$ cat src/rtl/frame_watch.sv
module frame_watch #(
  parameter int LINES_EXP = 800,
  parameter int WIDTH_EXP = 1280,
  parameter int GAP_LEN   = 2048,
  parameter int CW        = 16
) (
  input  logic          clk,
  input  logic          rst_n,
  input  logic          de,
  input  logic [7:0]    px_r,
  input  logic [7:0]    px_g,
  input  logic [7:0]    px_b,
  output logic          frame_done,
  output logic [CW-1:0] line_cnt,
  output logic [CW-1:0] line_width,
  output logic          anomaly,
  output logic [7:0]    head_r,
  output logic [7:0]    head_g,
  output logic [7:0]    head_b
);
  localparam int GW = $clog2(GAP_LEN + 1);
  localparam logic [GW-1:0] GAP_TOP  = GW'(GAP_LEN);
  localparam logic [GW-1:0] GAP_LAST = GW'(GAP_LEN - 1);
  localparam logic [CW-1:0] CMAX     = {CW{1'b1}};
  localparam logic [CW-1:0] L_EXP    = CW'(LINES_EXP);
  localparam logic [CW-1:0] W_EXP    = CW'(WIDTH_EXP);

  logic          de_q, active, wbad;
  logic [GW-1:0] gap;
  logic [CW-1:0] lcnt, wcnt;
  logic [23:0]   cap;

  wire rise    = de & ~de_q;
  wire end_hit = ~de & (gap == GAP_LAST) & active;

  always_ff @(posedge clk or negedge rst_n) begin
    if (!rst_n) begin
      de_q       <= 1'b1;
      active     <= 1'b0;
      wbad       <= 1'b0;
      gap        <= '0;
      lcnt       <= '0;
      wcnt       <= '0;
      cap        <= '0;
      frame_done <= 1'b0;
      line_cnt   <= '0;
      line_width <= '0;
      anomaly    <= 1'b0;
      {head_r, head_g, head_b} <= '0;
    end else begin
      de_q       <= de;
      frame_done <= 1'b0;
      if (de)                 gap <= '0;
      else if (gap != GAP_TOP) gap <= gap + 1'b1;
      if (rise) begin
        active <= 1'b1;
        wcnt   <= CW'(1);
        if (!active) begin
          lcnt <= CW'(1);
          wbad <= 1'b0;
          cap  <= {px_r, px_g, px_b};
        end else begin
          if (lcnt != CMAX) lcnt <= lcnt + 1'b1;
          if (wcnt != W_EXP) wbad <= 1'b1;
        end
      end else if (de && active && wcnt != CMAX) begin
        wcnt <= wcnt + 1'b1;
      end
      if (end_hit) begin
        frame_done <= 1'b1;
        active     <= 1'b0;
        line_cnt   <= lcnt;
        line_width <= wcnt;
        anomaly    <= (lcnt != L_EXP) | (wcnt != W_EXP) | wbad;
        {head_r, head_g, head_b} <= cap;
      end
    end
  end

  AST_GAP_SAT: assert property (@(posedge clk) disable iff (!rst_n)
    gap <= GAP_TOP);
  AST_DONE_PULSE: assert property (@(posedge clk) disable iff (!rst_n)
    frame_done |=> !frame_done);
  AST_DONE_AFTER_LOW: assert property (@(posedge clk) disable iff (!rst_n)
    frame_done |-> !$past(de));
  AST_HOLD: assert property (@(posedge clk) disable iff (!rst_n)
    !frame_done |-> $stable({line_cnt, line_width, anomaly, head_r, head_g, head_b}));
  AST_LINE_MISMATCH: assert property (@(posedge clk) disable iff (!rst_n)
    (frame_done && line_cnt != L_EXP) |-> anomaly);
  AST_WIDTH_MISMATCH: assert property (@(posedge clk) disable iff (!rst_n)
    (frame_done && line_width != W_EXP) |-> anomaly);
endmodule

$ cat config.mk
export PLATFORM = sky130hd
export DESIGN_NAME = frame_watch
export DESIGN_NICKNAME = d
export VERILOG_FILES = /design/src/rtl/frame_watch.sv
export SDC_FILE = /design/constraint.sdc
export NUM_CORES = 1
export LEC_CHECK = 0
export CAP_MARGIN = 20
export CORE_ASPECT_RATIO = 1.75
export CORE_MARGIN = 4
export CORE_UTILIZATION = 36
export DETAILED_ROUTE_END_ITERATION = 12
export PLACE_DENSITY = 0.57
export SLEW_MARGIN = 20
export SYNTH_ARGS = -nofsm -noshare
export SYNTH_HDL_FRONTEND = slang
export SYNTH_SLANG_ARGS = --single-unit
$ cat constraint.sdc
create_clock -name clk -period 1.71 [get_ports clk]
set_input_delay 0.2565 -clock clk [delete_from_list [all_inputs] [get_ports clk]]
set_output_delay 0.2565 -clock clk [all_outputs]
set_load 0.05 [all_outputs]
======== After elaboration in Yosys (flattened, before gate mapping) ========
Cells that the tools add are included.
W data, S select, Z words.
word-level totals
  ROM bits ................................ 0
  memories ................................ 0
  input bits .............................. 27
  output and inout bits ................... 58
  latch bits .............................. 0
  memory bits (writable) .................. 0
  register bits ........................... 129
cells by class
  $mul .................................... 0
  divide/modulo/power cells ............... 0
  shift operators ......................... 0
  eq/ne operators ......................... 8
  bitwise gates (word level) .............. 8
  $lt $le $gt $ge ......................... 0
  add/sub/neg operators ................... 3
  reductions and logical operators ........ 8
  multiplexer cells ....................... 11
operators by type and width
  operator                 count
  $mux W16                 4
  $add A16 B1 Y16 const B  2
  $ne A16 B16 Y1 const B   2
  $mux W12                 2
  $ne A16 B10 Y1 const B   1
  $ne A16 B11 Y1 const B   1
  $add A12 B1 Y12 const B  1
  $eq A12 B11 Y1 const B   1
  $ne A12 B12 Y1 const B   1
  $reduce_and A2 Y1        3
  $reduce_bool A2 Y1       3
  $mux W1                  5
  $ne A2 B1 Y1 const B     2
  $and A1 B1 Y1            3
  $not A1 Y1               3
  $logic_and A1 B1 Y1      2
  $or A1 B1 Y1             2

======== Longest topological paths before layout ========
  word-level depth ........................ 4
  mapped depth ............................ 7

======== Least setup slack after synthesis ========
OpenSTA, ideal clock, no wires.
  path kind ............................... reg2reg
  start ................................... register lcnt[0]
  end ..................................... register lcnt[0]
  data arrival time ....................... 1,705 ps
  setup time .............................. 65 ps
  stages on the path, launching flop included .. 6
  period minus slack after synthesis ...... 1,770 ps
  path slack .............................. -60 ps
  buffers on the path ..................... 0
  cell sequence ........................... dfrtp_1 ha_1 nand3_1 or4_1 nand3_1 mux2_2
on the way
  longest elaborated chain between the ends .. 3
  elaborated cells between the ends (all ways) .. 6
RTL lines
  what                                                      line  RTL
  from (decl)                                               30    logic [CW-1:0] lcnt, wcnt;
  from (signal assigned)                                    63    if (lcnt != CMAX) lcnt <= lcnt + 1'b1;
  $add A16 B1 Y16 / $ne A16 B16 Y1 (equally long branches)  63
  $mux W16 / $ne A2 B1 Y1 (equally long branches)           --
  $mux W16 / $reduce_and A2 Y1 (equally long branches)      --
Parallel ways exist; a longest one is shown, timed or not. The select of a mux whose other input is x is not followed.
A chain may end at the register's enable or synchronous reset.

======== Final worst setup path ========
  start ................................... register lcnt[7]
  end ..................................... register lcnt[12]
The elaborated chain is that of the path after synthesis.

==> impl_metrics.sql <==
INSERT INTO impl_metrics (metric_group, metric, value, unit) VALUES
('clock_tree', 'htree_num_levels', '4', ''),
('layout', 'fill_cells', '1357', ''),
('layout', 'area_delta_synth_final', '47.2', '%'),
('layout', 'layout.cells.most_common_list', '151 x buf_4, 121 x dfrtp_1, 80 x mux2_2', ''),
('synthesis', 'syn_area_per_cell', '12.0', 'sq um'),
('power', 'cellPowerDensity', '900', 'mW/mm^2'),
('timing', 'setup_violations', '16', ''),
('timing', 'worst-slew-pin-transition', '0.485', 'ns'),
('run_status', 'outcome', 'complete, but fails checks', ''),
('floorplanning', 'core.rowCount', '61', ''),
('worst_setup_path', 'end_kind', 'flip-flop', ''),
('synthesis', 'synth_cells', '488', ''),
('worst_setup_path', 'slowest_stage', 'or4_1', ''),
('timing', 'worst_slack_setup_final', '-0.0997', 'ns'),
('synthesis', 'post_synth_instance_area', '0.00584', 'sq mm'),
('detailed_routing', 'dr.first_iter.drc_count', '277', ''),
('global_routing', 'initial_antenna_violation_count', '0', ''),
('clock_tree', 'clk_latency', '0.41', 'ns'),
('worst_setup_path', 'worstSetupEndpoint', 'lcnt[12]', ''),
('synthesis', 'yosys_warnings', '0', ''),
('worst_setup_path', 'critical_path.max_stage_delay', '0.40', 'ns'),
('detailed_routing', 'wirelength', '16200', 'microns'),
('floorplanning', 'fp.dieW', '104', 'microns'),
('global_routing', 'grt_usage', '17.2', '%'),
('worst_setup_path', 'startpoint_type_of_the_worst_setup_path', 'flip-flop', ''),
('detailed_routing', 'routed_via_density', '5.38', ''),
('floorplanning', 'top_level_ports', '85', ''),
('detailed_routing', 'ant_nets', '0', ''),
('flow_run', 'cap_violations', '0', ''),
('floorplanning', 'design.die.area', '0.0184', 'sq mm'),
('timing', 'max_clock_freq', '0.553', 'GHz'),
('timing', 'holdWs', '0.225', 'ns'),
('synthesis', 'yosysUniqueCellTypes', '51', ''),
('global_routing', 'grt_start_max_net_pins', '72', ''),
('timing', 'period_share', '106', '%'),
('worst_setup_path', 'critical_path.cell_chain', 'buf_6 -> nand4_1 -> buf_6 -> or3_4 -> or4_1 -> o21ai_1', ''),
('worst_setup_path', 'crit_family', 'simple AND/OR/NAND/NOR gates', ''),
('synthesis', 'synth.ff_latch_count', '129', ''),
('timing', 'finalMaxSlewViolations', '0', ''),
('worst_setup_path', 'crit_path_launch', 'lcnt[7]', ''),
('timing', 'timing.final.crit_period', '1.81', 'ns'),
('timing', 'finalHoldViolCount', '0', ''),
('worst_setup_path', 'setup.worst_path.class', 'flip-flop to flip-flop', ''),
('clock_tree', 'tritoncts', 'done', ''),
('place', 'globalplace.congestion', '0.863', ''),
('place', 'placement.io_buffers', '84', ''),
('clock_tree', 'clock_sink_count', '129', ''),
('synthesis', 'postSynthNetCount', '521', ''),
('place', 'place_ws', '-0.371', 'ns'),
('detailed_routing', 'drc_markers', '0', ''),
('floorplanning', 'die_h', '176', 'microns'),
('floorplanning', 'core_region_area', '0.0159', 'sq mm'),
('worst_setup_path', 'worstPathRequired', '2.04', 'ns'),
('layout', 'num-nets-final', '715', ''),
('global_routing', 'first_global_vias', '5056', ''),
('run_status', 'failed_checks', 'setup timing', ''),
('detailed_routing', 'detailedRoute.firstPassIterationCount', '4', ''),
('worst_setup_path', 'cp_max_fo', '7', ''),
('global_routing', 'grt.overflow.total', '0', ''),
('power', 'max-vdd-ir-drop', '641', 'uV'),
('worst_setup_path', 'critical_path_arrival', '2.14', 'ns'),
('synthesis', 'async_reset_ff_share', '100', '%'),
('worst_setup_path', 'cp.buffers_inverters', '2', ''),
('clock_tree', 'clock_buffers_created_by_tritoncts', '17', ''),
('detailed_routing', 'routed_wire_length_per_instance', '18.3', 'microns'),
('layout', 'drive_gt1_share', '50.6', '%'),
('floorplanning', 'initial_utilization', '36.8', '%'),
('clock_tree', 'max-clock-path-buffers', '2', ''),
('worst_setup_path', 'critical-path-top-cell-by-count', 'buf_6', ''),
('layout', 'antenna-diode-count', '0', ''),
('min_path', 'hp-class', 'input port to async pin', '');
power by group:
part	internal, W	total [W]	switching [W]
combinational	0.000454	0.000848	0.000394
clock	0.00205	0.00352	0.00147
sequential	0.00321	0.00336	0.000152
total	0.00572	0.00773	0.00201
cells in the mapped netlist (2+ instances only):
cell type | instances | area share (%)
or3_1 | 6 | 0.64
a21oi_1 | 13 | 1.1
buf_2 | 8 | 0.69
ha_1 | 6 | 1.3
or2_2 | 2 | 0.21
nand2b_1 | 6 | 0.64
nor2_1 | 23 | 1.5
and4_1 | 4 | 0.60
nand4_1 | 17 | 1.8
nor4b_1 | 4 | 0.60
o31ai_1 | 16 | 2.1
nor3_1 | 11 | 0.94
o31a_1 | 2 | 0.30
xor2_1 | 5 | 0.75
inv_1 | 10 | 0.64
dfrtp_1 | 128 | 55
xnor2_1 | 4 | 0.60
and3_1 | 4 | 0.43
nor4_1 | 8 | 0.86
nand2_1 | 22 | 1.4
mux2_2 | 82 | 16
o21ai_0 | 12 | 1.0
or4_1 | 8 | 1.0
mux2i_1 | 5 | 0.86
buf_6 | 3 | 0.58
nand4b_1 | 2 | 0.30
o211ai_1 | 2 | 0.26
clkbuf_1 | 17 | 1.1
a31oi_1 | 6 | 0.64
o22ai_1 | 2 | 0.21
and2_1 | 4 | 0.43
nor2b_1 | 4 | 0.43
a211oi_1 | 3 | 0.39
nand3_1 | 22 | 1.9
worst register-to-register path, cell delays in order (launching register included):
cell and delay (ns):
dfrtp_1 0.37, buf_6 0.11, nand4_1 0.20, buf_6 0.21, or3_4 0.35, or4_1 0.40
o21ai_1 0.09
sequential cells by signal, indices dropped and copies added, names as in the netlist:
signal and flops:
cap 24, lcnt 16, line_cnt 16, line_width 16
wcnt 16, gap 12, head_b 8, head_g 8
head_r 8, active 1, anomaly 1, de_q 1
frame_done 1, wbad 1
how the worst min path moves through the flow:
stage	slack (ns)	depth (start not counted)	to	start
after global routing	0.25	2	line_width[11]	rst_n
after floorplan	-0.04	0	active	rst_n
after detailed placement	0.12	1	line_width[11]	rst_n
after global placement	0.11	1	line_width[11]	rst_n
final	0.23	2	line_width[11]	rst_n
after CTS	0.22	2	line_width[11]	rst_n
metrics by stage:
stage               instance area [sq um]  setup TNS [ns]  instances
finish                               8590          -0.622        884
global route                         8590           -3.95        884
CTS                                  8180         -0.0988        869
detailed placement                   7400          -36.45        824
global placement                     7400          -35.35        824
floorplan                            5880               0        488
layer usage:
layer	part of all wire [%]	vias to the layer above	track usage, %
met5	0	-	0
met3	2.4	33	3.22
met1	37	2412	17.7
met2	58	109	33.3
met4	3.1	0	7.60
li1	-	2200	-
cell type report:
cell class | instances | area [sq um] | share of cell area, %
Timing Repair Buffer | 204 | 1760 | 20.5
Tap cell | 189 | 236 | 2.75
Clock inverter | 14 | 146 | 1.70
Multi-Input combinational cell | 320 | 2750 | 32.0
Sequential cell | 129 | 3240 | 37.7
Inverter | 10 | 37.5 | 0.437
Clock buffer | 18 | 429 | 5.00
timing repair:
item                                    4_1_cts  5_1_grt
gates resized for setup                      22       67
hold buffers                                  1        0
endpoints found under the hold margin        22        0
setup buffers                                13       13
gates cloned                                  0        3
pin swaps                                     8       25
endpoints found under the setup margin       21      109
logic make-up (layout without fill, tap and decap cells):
logic type                 Yosys count  after routing  share of synthesized area (%)
and+or+nand+nor                    152            152                           14.6
DFF                                129            129                           55.3
muxes                               87             87                           16.7
AOI/OAI and AO/OA                   66             66                           7.59
buffers and inverters               39            246                           3.13
xor gates and xnor gates             9              9                           1.35
adders and majority gates            6              6                           1.29
(Power assumes the default switching activity.)
